==> config.mk <==
export PLATFORM = sky130hd
export DESIGN_NAME = pfx_scanner
export DESIGN_NICKNAME = d
export VERILOG_FILES = /design/src/rtl/pfxscan_pkg.sv /design/src/rtl/pfxscan_classify.sv /design/src/rtl/pfxscan_ctrl.sv /design/src/rtl/pfxscan_regs.sv /design/src/rtl/pfx_scanner.sv
export SDC_FILE = /design/constraint.sdc
export NUM_CORES = 1
export LEC_CHECK = 0
export ABC_AREA = 0
export BUFFER_PORTS_ARGS = -buffer_cell sky130_fd_sc_hd__clkbuf_2
export CORE_ASPECT_RATIO = 1.1
export CORE_MARGIN = 5
export CORE_UTILIZATION = 44
export DETAILED_ROUTE_END_ITERATION = 16
export PLACE_DENSITY_LB_ADDON = 0.05
export REMOVE_ABC_BUFFERS = 1
export SLEW_MARGIN = 20
export SYNTH_ARGS = -nofsm -noshare
export SYNTH_HDL_FRONTEND = slang
export SYNTH_SLANG_ARGS = --single-unit
export TNS_END_PERCENT = 10
==> constraint.sdc <==
create_clock -name clk -period 1.95 [get_ports clk]
set_clock_uncertainty 0.2 [all_clocks]
set_input_delay 0.195 -clock clk [delete_from_list [all_inputs] [get_ports clk]]
set_output_delay 0.195 -clock clk [all_outputs]
set_load 0.05 [all_outputs]
==> src/rtl/pfxscan_pkg.sv <==
package pfxscan_pkg;

   typedef enum logic [1:0] {
      MODE_16  = 2'd0,
      MODE_32  = 2'd1,
      MODE_64  = 2'd2,
      MODE_RSV = 2'd3
   } cpu_mode_e;

   typedef enum logic [2:0] {
      SEG_ES = 3'd0,
      SEG_CS = 3'd1,
      SEG_SS = 3'd2,
      SEG_DS = 3'd3,
      SEG_FS = 3'd4,
      SEG_GS = 3'd5
   } seg_e;

   typedef enum logic [2:0] {
      K_NONE = 3'd0,
      K_SEG  = 3'd1,
      K_OPSZ = 3'd2,
      K_ADSZ = 3'd3,
      K_LOCK = 3'd4,
      K_STR  = 3'd5,
      K_REX  = 3'd6
   } byte_kind_e;

   typedef struct packed {
      byte_kind_e kind;
      seg_e       seg;
      logic       rep;
   } byte_class_t;

endpackage

==> src/rtl/pfxscan_classify.sv <==
module pfxscan_classify
   import pfxscan_pkg::*;
#(
   parameter bit LONG_MODE_EN = 1'b1
) (
   input  logic [7:0]  byte_i,
   input  logic        is64_i,
   output byte_class_t cls_o
);

   logic rex_hit;

   generate
      if (LONG_MODE_EN) begin : g_rex
         assign rex_hit = is64_i && (byte_i[7:4] == 4'h4);
      end else begin : g_no_rex
         logic unused_is64;
         assign unused_is64 = is64_i;
         assign rex_hit     = 1'b0;
      end
   endgenerate

   always_comb begin
      cls_o.kind = K_NONE;
      cls_o.seg  = SEG_ES;
      cls_o.rep  = 1'b0;
      unique case (byte_i)
         8'h26: begin cls_o.kind = K_SEG; cls_o.seg = SEG_ES; end
         8'h2E: begin cls_o.kind = K_SEG; cls_o.seg = SEG_CS; end
         8'h36: begin cls_o.kind = K_SEG; cls_o.seg = SEG_SS; end
         8'h3E: begin cls_o.kind = K_SEG; cls_o.seg = SEG_DS; end
         8'h64: begin cls_o.kind = K_SEG; cls_o.seg = SEG_FS; end
         8'h65: begin cls_o.kind = K_SEG; cls_o.seg = SEG_GS; end
         8'h66: cls_o.kind = K_OPSZ;
         8'h67: cls_o.kind = K_ADSZ;
         8'hF0: cls_o.kind = K_LOCK;
         8'hF2: begin cls_o.kind = K_STR; cls_o.rep = 1'b0; end
         8'hF3: begin cls_o.kind = K_STR; cls_o.rep = 1'b1; end
         default: begin
            if (rex_hit) cls_o.kind = K_REX;
         end
      endcase
   end

endmodule

==> src/rtl/pfxscan_ctrl.sv <==
module pfxscan_ctrl
   import pfxscan_pkg::*;
#(
   parameter int MAX_LEN = 15,
   parameter int CNT_W   = $clog2(MAX_LEN)
) (
   input  logic             clk,
   input  logic             rst_n,
   input  logic             start_i,
   input  logic             valid_i,
   input  byte_kind_e       kind_i,
   output logic             ready_o,
   output logic [CNT_W-1:0] count_o,
   output logic             done_o,
   output logic             error_o
);

   localparam logic [CNT_W-1:0] LAST_CNT = CNT_W'(MAX_LEN - 1);

   logic scanning;
   logic offered;
   logic at_limit;
   logic finish_ok;
   logic finish_err;

   assign offered    = scanning && !start_i && valid_i;
   assign at_limit   = (count_o == LAST_CNT);
   assign ready_o    = offered && !at_limit && (kind_i != K_NONE);
   assign finish_ok  = offered && !at_limit &&
                       ((kind_i == K_NONE) || (kind_i == K_REX));
   assign finish_err = offered && at_limit;

   always_ff @(posedge clk or negedge rst_n) begin
      if (!rst_n) begin
         scanning <= 1'b0;
         count_o  <= '0;
         done_o   <= 1'b0;
         error_o  <= 1'b0;
      end else begin
         done_o  <= finish_ok;
         error_o <= finish_err;
         if (start_i) begin
            scanning <= 1'b1;
            count_o  <= '0;
         end else begin
            if (ready_o) count_o <= count_o + 1'b1;
            if (finish_ok || finish_err) scanning <= 1'b0;
         end
      end
   end

endmodule

==> src/rtl/pfxscan_regs.sv <==
module pfxscan_regs
   import pfxscan_pkg::*;
(
   input  logic        clk,
   input  logic        rst_n,
   input  logic        clear_i,
   input  logic        take_i,
   input  byte_class_t cls_i,
   input  logic [3:0]  low_i,
   output logic        seg_valid_o,
   output logic [2:0]  seg_code_o,
   output logic        opsz_o,
   output logic        adsz_o,
   output logic        lock_o,
   output logic        str_valid_o,
   output logic        str_rep_o,
   output logic        rex_valid_o,
   output logic [3:0]  rex_o
);

   always_ff @(posedge clk or negedge rst_n) begin
      if (!rst_n) begin
         seg_valid_o <= 1'b0;
         seg_code_o  <= '0;
         opsz_o      <= 1'b0;
         adsz_o      <= 1'b0;
         lock_o      <= 1'b0;
         str_valid_o <= 1'b0;
         str_rep_o   <= 1'b0;
         rex_valid_o <= 1'b0;
         rex_o       <= '0;
      end else if (clear_i) begin
         seg_valid_o <= 1'b0;
         seg_code_o  <= '0;
         opsz_o      <= 1'b0;
         adsz_o      <= 1'b0;
         lock_o      <= 1'b0;
         str_valid_o <= 1'b0;
         str_rep_o   <= 1'b0;
         rex_valid_o <= 1'b0;
         rex_o       <= '0;
      end else if (take_i) begin
         case (cls_i.kind)
            K_SEG: begin
               seg_valid_o <= 1'b1;
               seg_code_o  <= cls_i.seg;
            end
            K_OPSZ: opsz_o <= 1'b1;
            K_ADSZ: adsz_o <= 1'b1;
            K_LOCK: lock_o <= 1'b1;
            K_STR: begin
               str_valid_o <= 1'b1;
               str_rep_o   <= cls_i.rep;
            end
            K_REX: begin
               rex_valid_o <= 1'b1;
               rex_o       <= low_i;
            end
            default: ;
         endcase
      end
   end

endmodule

==> src/rtl/pfx_scanner.sv <==
module pfx_scanner
   import pfxscan_pkg::*;
#(
   parameter int  MAX_LEN      = 15,
   parameter bit  LONG_MODE_EN = 1'b1,
   localparam int CNT_W        = $clog2(MAX_LEN)
) (
   input  logic             clk,
   input  logic             rst_n,
   input  logic             start,
   input  logic [1:0]       mode,
   input  logic             in_valid,
   input  logic [7:0]       in_data,
   output logic             in_ready,
   output logic             done,
   output logic             error,
   output logic             seg_valid,
   output logic [2:0]       seg_code,
   output logic             opsz_ovr,
   output logic             adsz_ovr,
   output logic             lock,
   output logic             str_valid,
   output logic             str_rep,
   output logic             rex_valid,
   output logic [3:0]       rex,
   output logic [CNT_W-1:0] count
);

   generate
      if (MAX_LEN < 2 || MAX_LEN > 255) begin : g_bad_len
         $error("pfx_scanner: MAX_LEN must lie in 2..255");
      end
   endgenerate

   byte_class_t cls;
   logic        is64;

   assign is64 = (mode == MODE_64);

   pfxscan_classify #(
      .LONG_MODE_EN (LONG_MODE_EN)
   ) i_classify (
      .byte_i (in_data),
      .is64_i (is64),
      .cls_o  (cls)
   );

   pfxscan_ctrl #(
      .MAX_LEN (MAX_LEN),
      .CNT_W   (CNT_W)
   ) i_ctrl (
      .clk     (clk),
      .rst_n   (rst_n),
      .start_i (start),
      .valid_i (in_valid),
      .kind_i  (cls.kind),
      .ready_o (in_ready),
      .count_o (count),
      .done_o  (done),
      .error_o (error)
   );

   pfxscan_regs i_regs (
      .clk         (clk),
      .rst_n       (rst_n),
      .clear_i     (start),
      .take_i      (in_ready),
      .cls_i       (cls),
      .low_i       (in_data[3:0]),
      .seg_valid_o (seg_valid),
      .seg_code_o  (seg_code),
      .opsz_o      (opsz_ovr),
      .adsz_o      (adsz_ovr),
      .lock_o      (lock),
      .str_valid_o (str_valid),
      .str_rep_o   (str_rep),
      .rex_valid_o (rex_valid),
      .rex_o       (rex)
   );

endmodule

==> results of run 1 <==
## logic make-up after synthesis
| group | count (synthesis) |
|---|---|
| xor gates and xnor gates | 1 |
| muxes | 3 |
| AOI/OAI and AO/OA | 21 |
| DFF | 21 |
| adders and majority gates | 2 |
| buffers and inverters | 8 |
| and+or+nand+nor | 51 |
## cell usage after synthesis (all sizes together)
| master | count |
|---|---|
| o21ai | 7 |
| a31oi | 3 |
| or3 | 2 |
| nor3 | 1 |
| nor2 | 13 |
| a41oi | 3 |
| o32ai | 1 |
| nand2 | 17 |
| nand3 | 4 |
| nand3b | 1 |
| nor3b | 1 |
| clkbuf | 2 |
| nand2b | 1 |
| a21oi | 3 |
| inv | 6 |
| a221o | 1 |
| a311oi | 1 |
| nand4b | 1 |
| xnor2 | 1 |
| nand4 | 3 |
| dfrtp | 21 |
| and2 | 3 |
| ha | 2 |
| mux2i | 3 |
| o211ai | 1 |
| nor2b | 1 |
| a22oi | 1 |
| nor4b | 3 |
## power groups by stage
| stage | clock [mW] | sequential [mW] | combinational (mW) |
|---|---|---|---|
| floorplan | 0 | 0.458 | 0.0256 |
| global placement | 0 | 0.450 | 0.0828 |
| detailed placement | 0 | 0.451 | 0.0841 |
| CTS | 0.222 | 0.442 | 0.0969 |
| global route | 0.242 | 0.443 | 0.107 |
| finish | 0.219 | 0.442 | 0.0967 |
## layer usage
layer	share of wire	wire, um
met5	0	0
met4	0.015	42
met3	0.044	121
met2	0.52	1420
met1	0.42	1160
## timing repair
action / CTS / global route
hold buffers: 7 / 0
setup buffers: 3 / 1
pin swaps: 1 / 1
resized for setup: 2 / 1
endpoints found under the hold margin: 28 / 0
endpoints found under the setup margin: 1 / 1
## critical path: cells and delay by family, from the launching register on
| family | cells | cell delay (ns) |
|---|---|---|
| flops | 1 | 0.41 |
| fa+ha+maj | 1 | 0.19 |
| simple gates | 2 | 0.25 |
| compound gates | 1 | 0.24 |
| buf+inv | 1 | 0.16 |
## cells in the final DEF, fill, tap and decap left out, types with 2 or more instances in the layout
cell type and n:
clkbuf_2 33, dfrtp_1 21, nand2_1 17, nor2_1 13, buf_4 12, dlygate4sd3_1 7
o21ai_0 6, inv_1 5, nand4_1 3, and2_1 3, nand3_1 3, a21oi_1 3
a41oi_1 3, mux2i_1 3, clkbuf_4 3, nor4b_2 2, a31oi_1 2
## worst min-delay path by stage
stage / from / to / cells after the start
floorplan: rst_n / i_ctrl.count_o[0] / 0
global placement: rst_n / i_ctrl.count_o[0] / 1
detailed placement: rst_n / i_ctrl.count_o[0] / 1
CTS: in_data[0] / i_regs.str_rep_o / 3
global route: in_data[0] / i_regs.str_rep_o / 3
finish: in_data[0] / i_regs.str_rep_o / 3
## per-stage QoR
step	setup WS [ns]	instances	setup TNS [ns]
final	-0.00569	192	-0.00569
after global routing	-0.0572	192	-0.0813
after CTS	0.0220	191	0
after detailed placement	0.111	177	0
after global placement	0.117	177	0
after floorplan	-0.603	105	-4.12
## cell type report
class                      instances  area, um2
multi-input combinational         78        492
timing repair buffer              53        345
inverter                           6       22.5
sequential                        21        526
clock buffer                       3       22.5
clock inverter                     1       5.00
tap                               30       37.5
fill                             203        802
==> impl_results.html, run 1 <==
<table>
<tr><th>Metric</th><th>Value</th></tr>
<tr><th colspan="2">Status</th></tr>
<tr><td>Result of the run</td><td>finished, violations left</td></tr>
<tr><td>Violations in the final reports</td><td>negative setup slack</td></tr>
<tr><th colspan="2">Global route</th></tr>
<tr><td>Routing usage on met3</td><td>0.0277</td></tr>
<tr><td>GRT met2 Usage</td><td>0.342</td></tr>
<tr><td>Met1 Resource Use GR</td><td>0.192</td></tr>
<tr><td>Wire length of the first global-routing pass</td><td>4.68 mm</td></tr>
<tr><td>Overall overflow remaining after global route</td><td>0</td></tr>
<tr><td>Largest net degree at the start of global routing</td><td>22</td></tr>
<tr><td>Vias in the first global route</td><td>between 1k and 1.5k</td></tr>
<tr><td>Gr busiest metal</td><td>met2</td></tr>
<tr><td>Total track usage</td><td>0.174</td></tr>
<tr><td>Number of antenna violations at the first check in global routing</td><td>0</td></tr>
<tr><th colspan="2">Clock tree</th></tr>
<tr><td>CTS tree</td><td>yes</td></tr>
<tr><td>Buffer cell driving the clock tree root</td><td>clkbuf_4</td></tr>
<tr><td>Inserted Clock Buffers</td><td>3</td></tr>
<tr><td>Clock transition at the registers of the reported paths</td><td>0.12 ns</td></tr>
<tr><td>Clock Latency Late Sink</td><td>0.31 ns</td></tr>
<tr><td>Clock Tree Buf Depth</td><td>2</td></tr>
<tr><td>Htree depth</td><td>1</td></tr>
<tr><td>Clock Sink Count</td><td>21</td></tr>
<tr><th colspan="2">Critical path</th></tr>
<tr><td>Series of cell instances along the critical path</td><td>ha_2, nand3_2, nand4_1, a31oi_4, buf_12</td></tr>
<tr><td>Critical path startpoint</td><td>i_ctrl.count_o[1]</td></tr>
<tr><td>Flop2flop setup slack</td><td>0.07 ns</td></tr>
<tr><td>Destination of the worst register-to-register timing path</td><td>i_ctrl.count_o[3]</td></tr>
<tr><td>Type of the worst setup path</td><td>flip-flop to primary output</td></tr>
<tr><td>R2R Path Start</td><td>i_ctrl.count_o[1]</td></tr>
<tr><td>Sort of element at the start of the critical path</td><td>flip-flop</td></tr>
<tr><td>Biggest fanout along the worst timing path</td><td>2</td></tr>
<tr><td>Data arrival at the endpoint of the critical path</td><td>1.56 ns</td></tr>
<tr><td>R2R cell count</td><td>8</td></tr>
<tr><td>Worst Setup End Kind</td><td>primary output</td></tr>
<tr><td>Library cell contributing the largest single delay on the critical path</td><td>dfrtp_1</td></tr>
<tr><td>Required time reported for the critical path endpoint</td><td>1.55 ns</td></tr>
<tr><td>Largest incremental delay on the critical path</td><td>between 0.4 and 0.5 ns</td></tr>
<tr><td>Worst setup path end</td><td>in_ready</td></tr>
<tr><th colspan="2">Floorplan</th></tr>
<tr><td>Num rows</td><td>18</td></tr>
<tr><td># IOs</td><td>35</td></tr>
<tr><td>Die Outline Area</td><td>approximately 0.0034 mm2</td></tr>
<tr><td>Die width</td><td>56.4 um</td></tr>
<tr><td>Floorplan die height</td><td>about 61 um</td></tr>
<tr><td>Starting Density</td><td>0.462</td></tr>
<tr><td>CORE AREA</td><td>roughly 0.0023 mm2</td></tr>
<tr><th colspan="2">Route</th></tr>
<tr><td>Post-detailed-route via-to-cell ratio</td><td>5.29</td></tr>
<tr><td>1st-pass router iterations</td><td>4</td></tr>
<tr><td>Routed wire length</td><td>~2.7 mm</td></tr>
<tr><td>Detail-routed net length per standard cell</td><td>14.3 um</td></tr>
<tr><td>Total DRC errors in the routed layout</td><td>0</td></tr>
<tr><td>Vias post-DR</td><td>approximately 1.0k</td></tr>
<tr><td>Antenna Violating Nets Remaining</td><td>0</td></tr>
<tr><td>1st-iter DRT viols</td><td>15</td></tr>
<tr><th colspan="2">Placement</th></tr>
<tr><td>Placer congestion estimate</td><td>around 0.77</td></tr>
<tr><td>Buffers on Ports</td><td>34</td></tr>
<tr><td>Half-perimeter wire length after placement</td><td>2.01 mm</td></tr>
<tr><td>Post-Place Cell Area</td><td>0.00132 mm2</td></tr>
<tr><th colspan="2">Timing</th></tr>
<tr><td>Transition at the pin with the smallest max-transition slack</td><td>~0.52 ns</td></tr>
<tr><td>RSZ-0062 raised after global routing</td><td>true</td></tr>
<tr><td>Final Hold Violating Endpoints</td><td>0</td></tr>
<tr><td>Count of final setup violators</td><td>1</td></tr>
<tr><td>Relative slew margins</td><td>0.651</td></tr>
<tr><td>Final worst slack</td><td>-0.00569 ns</td></tr>
<tr><td>Hold WS</td><td>0.000556 ns</td></tr>
<tr><td>Max-slew violations</td><td>0</td></tr>
<tr><td>Post-layout minimum cycle time</td><td>1.96 ns</td></tr>
<tr><td>Achievable clock frequency</td><td>511 MHz</td></tr>
<tr><td>Final worst-path cycle share</td><td>1.00</td></tr>
<tr><th colspan="2">Flow run</th></tr>
<tr><td>Number of maximum-capacitance violations</td><td>0</td></tr>
<tr><th colspan="2">Pwr</th></tr>
<tr><td>Internal Dissipation</td><td>about 560 uW</td></tr>
<tr><td>Leakage power</td><td>0.696 nW</td></tr>
<tr><td>Switching pwr</td><td>203 uW</td></tr>
<tr><td>Switching portion of total power</td><td>0.268</td></tr>
<tr><td>Combinational fraction of design power</td><td>0.128</td></tr>
<tr><td>Clock network fraction of total power</td><td>0.289</td></tr>
<tr><td>Total power</td><td>758 uW</td></tr>
<tr><td>Share of total power in sequential cells</td><td>0.583</td></tr>
<tr><td>Power Dens Cells</td><td>between 500 and 600 mW/mm2</td></tr>
<tr><td>Worst voltage drop across the vdd grid</td><td>363 uV</td></tr>
<tr><th colspan="2">Final layout</th></tr>
<tr><td>Final design instance area without fill</td><td>0.00145 mm2</td></tr>
<tr><td>Antenna Cells</td><td>0</td></tr>
<tr><td>Final #Nets</td><td>179</td></tr>
<tr><td>Core utilization of the finished layout</td><td>0.644</td></tr>
<tr><td>Layout Area Growth over Synthesis</td><td>39.5%</td></tr>
<tr><td>Largest registers</td><td>i_ctrl.count_o: 4 flops, i_regs.rex_o: 4 flops, i_regs.seg_code_o: 3 flops</td></tr>
<tr><td>Proportion of layout cells with a drive suffix above 1</td><td>0.352</td></tr>
<tr><th colspan="2">Synthesis</th></tr>
<tr><td>Portion of netlist area occupied by mux cells</td><td>0.0289</td></tr>
<tr><td>Average cell area after synthesis</td><td>9.72 um2</td></tr>
<tr><td>Count of distinct cell types in the synthesized netlist</td><td>32</td></tr>
<tr><td>Synthesis Warnings</td><td>0</td></tr>
<tr><td>Largest family of logic cells by synthesized area</td><td>simple AND/OR/NAND/NOR gates</td></tr>
<tr><td>Parity-gate share of the synthesized area counting xor and xnor cells</td><td>0.00842</td></tr>
<tr><td>Area of the mapped netlist</td><td>0.00104 mm2</td></tr>
<tr><td>Flip-flop and latch count after synthesis</td><td>21</td></tr>
<tr><td>Post-synthesis share of cell area spent on full adders, half adders and majority gates</td><td>0.0241</td></tr>
<tr><td>Gate count after technology mapping</td><td>around 110</td></tr>
<tr><td>Cell types with the largest area share after synthesis</td><td>dfrtp_1 51%, nand2_1 6.1%, nor2_1 4.7%</td></tr>
<tr><td>Synth Area in Simple Gates</td><td>0.258</td></tr>
<tr><td>Sequential area share after synthesis</td><td>0.505</td></tr>
<tr><td>Share of the synthesized area in the top cell type</td><td>0.505</td></tr>
<tr><td>Library cell with the largest summed area after synthesis</td><td>dfrtp_1</td></tr>
<tr><td>Complex-gate fraction of the synthesized area</td><td>0.147</td></tr>
<tr><th colspan="2">Worst hold path</th></tr>
<tr><td>Worst min-delay path class</td><td>input pin to flip-flop</td></tr>
</table>
Note: power is estimated with default switching activity, not from simulation.
==> run 2, diff against run 1 <==
CORE_UTILIZATION = 35   (was 44)
==> impl_results.html, run 2 (synthesis gave the netlist of run 1 again) <==
<table>
<tr><th>Metric</th><th>Value</th></tr>
<tr><th colspan="2">Route</th></tr>
<tr><td>Post-detailed-route via-to-cell ratio</td><td>5.12 (-3.2%)</td></tr>
<tr><td>Total DRC errors in the routed layout</td><td>0 (unchanged)</td></tr>
<tr><td>Vias post-DR</td><td>989 (-2.7%)</td></tr>
<tr><td>Antenna Violating Nets Remaining</td><td>0 (unchanged)</td></tr>
<tr><td>Routed wire length</td><td>2.79 mm (+1.8%)</td></tr>
<tr><td>Detail-routed net length per standard cell</td><td>14.5 um (+1.3%)</td></tr>
<tr><td>1st-iter DRT viols</td><td>28 (+13)</td></tr>
<tr><td>1st-pass router iterations</td><td>4 (unchanged)</td></tr>
<tr><th colspan="2">Final layout</th></tr>
<tr><td>Largest registers</td><td>i_ctrl.count_o: 4 flops, i_regs.rex_o: 4 flops, i_regs.seg_code_o: 3 flops</td></tr>
<tr><td>Core utilization of the finished layout</td><td>0.512 (-0.132)</td></tr>
<tr><td>Proportion of layout cells with a drive suffix above 1</td><td>0.338 (-0.0144)</td></tr>
<tr><td>Antenna Cells</td><td>0 (unchanged)</td></tr>
<tr><td># fillers</td><td>277 (+36%)</td></tr>
<tr><td>Final #Nets</td><td>177 (-1.1%)</td></tr>
<tr><td>Commonest non-fill, non-tap cell in the layout</td><td>clkbuf_2</td></tr>
<tr><td>Multi-input logic area</td><td>492 um2 (unchanged)</td></tr>
<tr><td>Final design instance area without fill</td><td>0.00144 mm2 (-1.0%)</td></tr>
<tr><td>Final Instance Count excl. Fillers</td><td>193 (+0.52%)</td></tr>
<tr><td>Layout Area Growth over Synthesis</td><td>38.0%</td></tr>
<tr><td>Sequential cell area</td><td>526 um2 (unchanged)</td></tr>
<tr><td>Most frequent cells in the layout</td><td>33 x clkbuf_2, 21 x dfrtp_1, 17 x nand2_1, 13 x nor2_1, 11 x buf_4</td></tr>
<tr><th colspan="2">Critical path</th></tr>
<tr><td>Type of the worst setup path</td><td>flip-flop to primary output</td></tr>
<tr><td>Data arrival at the endpoint of the critical path</td><td>1.49 ns (-0.07 ns)</td></tr>
<tr><td>Biggest fanout along the worst timing path</td><td>2 (unchanged)</td></tr>
<tr><td>Required time reported for the critical path endpoint</td><td>1.55 ns (about the same)</td></tr>
<tr><td>Worst Setup End Kind</td><td>primary output</td></tr>
<tr><td>Series of cell instances along the critical path</td><td>inv_1, ha_2, nand3_2, nand4_1, a31oi_4, buf_12</td></tr>
<tr><td>Largest incremental delay on the critical path</td><td>0.36 ns (-0.05 ns)</td></tr>
<tr><td>Library cell contributing the largest single delay on the critical path</td><td>dfrtp_1</td></tr>
<tr><td>Sort of element at the start of the critical path</td><td>flip-flop</td></tr>
<tr><th colspan="2">Global route</th></tr>
<tr><td>Wire length of the first global-routing pass</td><td>4.68 mm (unchanged)</td></tr>
<tr><td>Vias in the first global route</td><td>1,036 (-3.8%)</td></tr>
<tr><td>Largest net degree at the start of global routing</td><td>22 (unchanged)</td></tr>
<tr><td>Overall overflow remaining after global route</td><td>0 (unchanged)</td></tr>
<tr><td>Number of antenna violations at the first check in global routing</td><td>0 (unchanged)</td></tr>
<tr><td>Total track usage</td><td>0.150 (-0.0243)</td></tr>
<tr><th colspan="2">Placement</th></tr>
<tr><td>Buffers on Ports</td><td>34 (unchanged)</td></tr>
<tr><td>Post-Place Cell Area</td><td>0.00133 mm2 (+0.86%)</td></tr>
<tr><td>Placer congestion estimate</td><td>0.769 (-0.77%)</td></tr>
<tr><td>Half-perimeter wire length after placement</td><td>2.08 mm (+3.1%)</td></tr>
<tr><td>Placed instance count</td><td>181 (+2.3%)</td></tr>
<tr><th colspan="2">Timing</th></tr>
<tr><td>RSZ-0062 raised after global routing</td><td>true</td></tr>
<tr><td>Transition at the pin with the smallest max-transition slack</td><td>0.533 ns (+0.00906 ns)</td></tr>
<tr><td>Final worst-path cycle share</td><td>0.968 (-0.0349)</td></tr>
<tr><td>Count of final setup violators</td><td>0 (-1)</td></tr>
<tr><td>Relative slew margins</td><td>0.644 (-0.00604)</td></tr>
<tr><td>Final Hold Violating Endpoints</td><td>0 (unchanged)</td></tr>
<tr><td>Achievable clock frequency</td><td>530 MHz (+3.6%)</td></tr>
<tr><td>Post-layout minimum cycle time</td><td>1.89 ns (-0.0680 ns)</td></tr>
<tr><td>Max-slew violations</td><td>0 (unchanged)</td></tr>
<tr><th colspan="2">Worst hold path</th></tr>
<tr><td>Worst min-delay path class</td><td>input pin to flip-flop</td></tr>
<tr><th colspan="2">Floorplan</th></tr>
<tr><td>Num rows</td><td>20 (+2)</td></tr>
<tr><td>CORE AREA</td><td>0.00280 mm2 (+24%)</td></tr>
<tr><td>Die Outline Area</td><td>0.00416 mm2 (+21%)</td></tr>
<tr><td># IOs</td><td>35 (unchanged)</td></tr>
<tr><td>Die width</td><td>62.0 um (+10%)</td></tr>
<tr><td>Floorplan die height</td><td>67.2 um (+10%)</td></tr>
<tr><td>Starting Density</td><td>0.371 (-0.0907)</td></tr>
<tr><th colspan="2">Clock tree</th></tr>
<tr><td>Clock Sink Count</td><td>21 (unchanged)</td></tr>
<tr><td>Clock Latency Late Sink</td><td>0.30 ns (about the same)</td></tr>
<tr><td>CTS tree</td><td>yes</td></tr>
<tr><td>Inserted Clock Buffers</td><td>3 (unchanged)</td></tr>
<tr><td>Buffer cell driving the clock tree root</td><td>clkbuf_4</td></tr>
<tr><td>Htree depth</td><td>1 (unchanged)</td></tr>
<tr><td>Clock Tree Buf Depth</td><td>2 (unchanged)</td></tr>
<tr><td>Clock transition at the registers of the reported paths</td><td>0.11 ns (about the same)</td></tr>
<tr><th colspan="2">Flow run</th></tr>
<tr><td>Number of maximum-capacitance violations</td><td>0 (unchanged)</td></tr>
<tr><th colspan="2">Status</th></tr>
<tr><td>Result of the run</td><td>finished clean</td></tr>
<tr><th colspan="2">Pwr</th></tr>
<tr><td>Total power</td><td>749 uW (-1.2%)</td></tr>
<tr><td>Power Dens Cells</td><td>522 mW/mm2 (-0.21%)</td></tr>
<tr><td>Worst voltage drop across the vdd grid</td><td>416 uV (+14%)</td></tr>
<tr><td>Leakage power</td><td>0.685 nW (-1.7%)</td></tr>
</table>
run 2: critical path, delay by kind of cell (launching register included):
kind,cells,cell delay (ns)
compound gates,1,0.23
fa+ha+maj,1,0.17
buf+inv,2,0.21
flops,1,0.36
simple gates,2,0.21
run 2: final cells by class:
| type | count | area share |
|---|---|---|
| Clock buffer | 4 | 0.0183 |
| Sequential cell | 21 | 0.366 |
| Tap cell | 33 | 0.0288 |
| Inverter | 6 | 0.0157 |
| Multi-Input combinational cell | 78 | 0.343 |
| Timing Repair Buffer | 51 | 0.228 |
run 2: path summary, 6_finish.rpt:
kind / cells past startpoint / slack (ns) / endpoint / start
min: 3 / 0.03 / i_regs.rex_o[1] / in_data[1]
max reg2reg: 8 / 0.19 / i_ctrl.count_o[3] / i_ctrl.count_o[0]
max: 6 / 0.06 / in_ready / i_ctrl.count_o[0]
min reg2reg: 2 / 0.32 / i_regs.rex_valid_o / i_regs.rex_valid_o
max in group asynchronous: 2 / 1.01 / i_regs.rex_o[0] / rst_n
min in group asynchronous: 2 / 0.18 / i_ctrl.error_o / rst_n
run 2: metal layers:
metal  vias to the layer above  global-route usage  share of wire
li1                        489                   -              -
met1                       463               0.185           0.43
met2                        33               0.256           0.49
met3                         4              0.0363          0.067
met4                         0              0.0398          0.012
met5                         -                   0              0
run 2: per-stage QoR:
stage,setup slack (ns),hold WS (ns),setup TNS [ns]
5_1_grt,-0.0521,0.0405,-0.0521
4_1_cts,0.00937,0.0150,0
3_3_place_gp,0.127,-0.00912,0
2_1_floorplan,-0.603,-0.301,-4.12
3_5_place_dp,0.0999,-0.000410,0
6_report,0.0623,0.0259,0
run 2: repair_timing:
action,CTS,global route
buffers inserted,2,0
gates resized for setup,1,1
hold buffers,6,0
setup endpoints to repair,1,1
endpoints found under the hold margin,27,0
pin swaps,1,0
run 2: report_power, final:
group / total [mW] / internal [mW] / switching [mW]
Clock: 0.210 / 0.0798 / 0.130
Sequential: 0.442 / 0.439 / 0.00291
Combinational: 0.0966 / 0.0379 / 0.0587
Total: 0.749 / 0.557 / 0.192
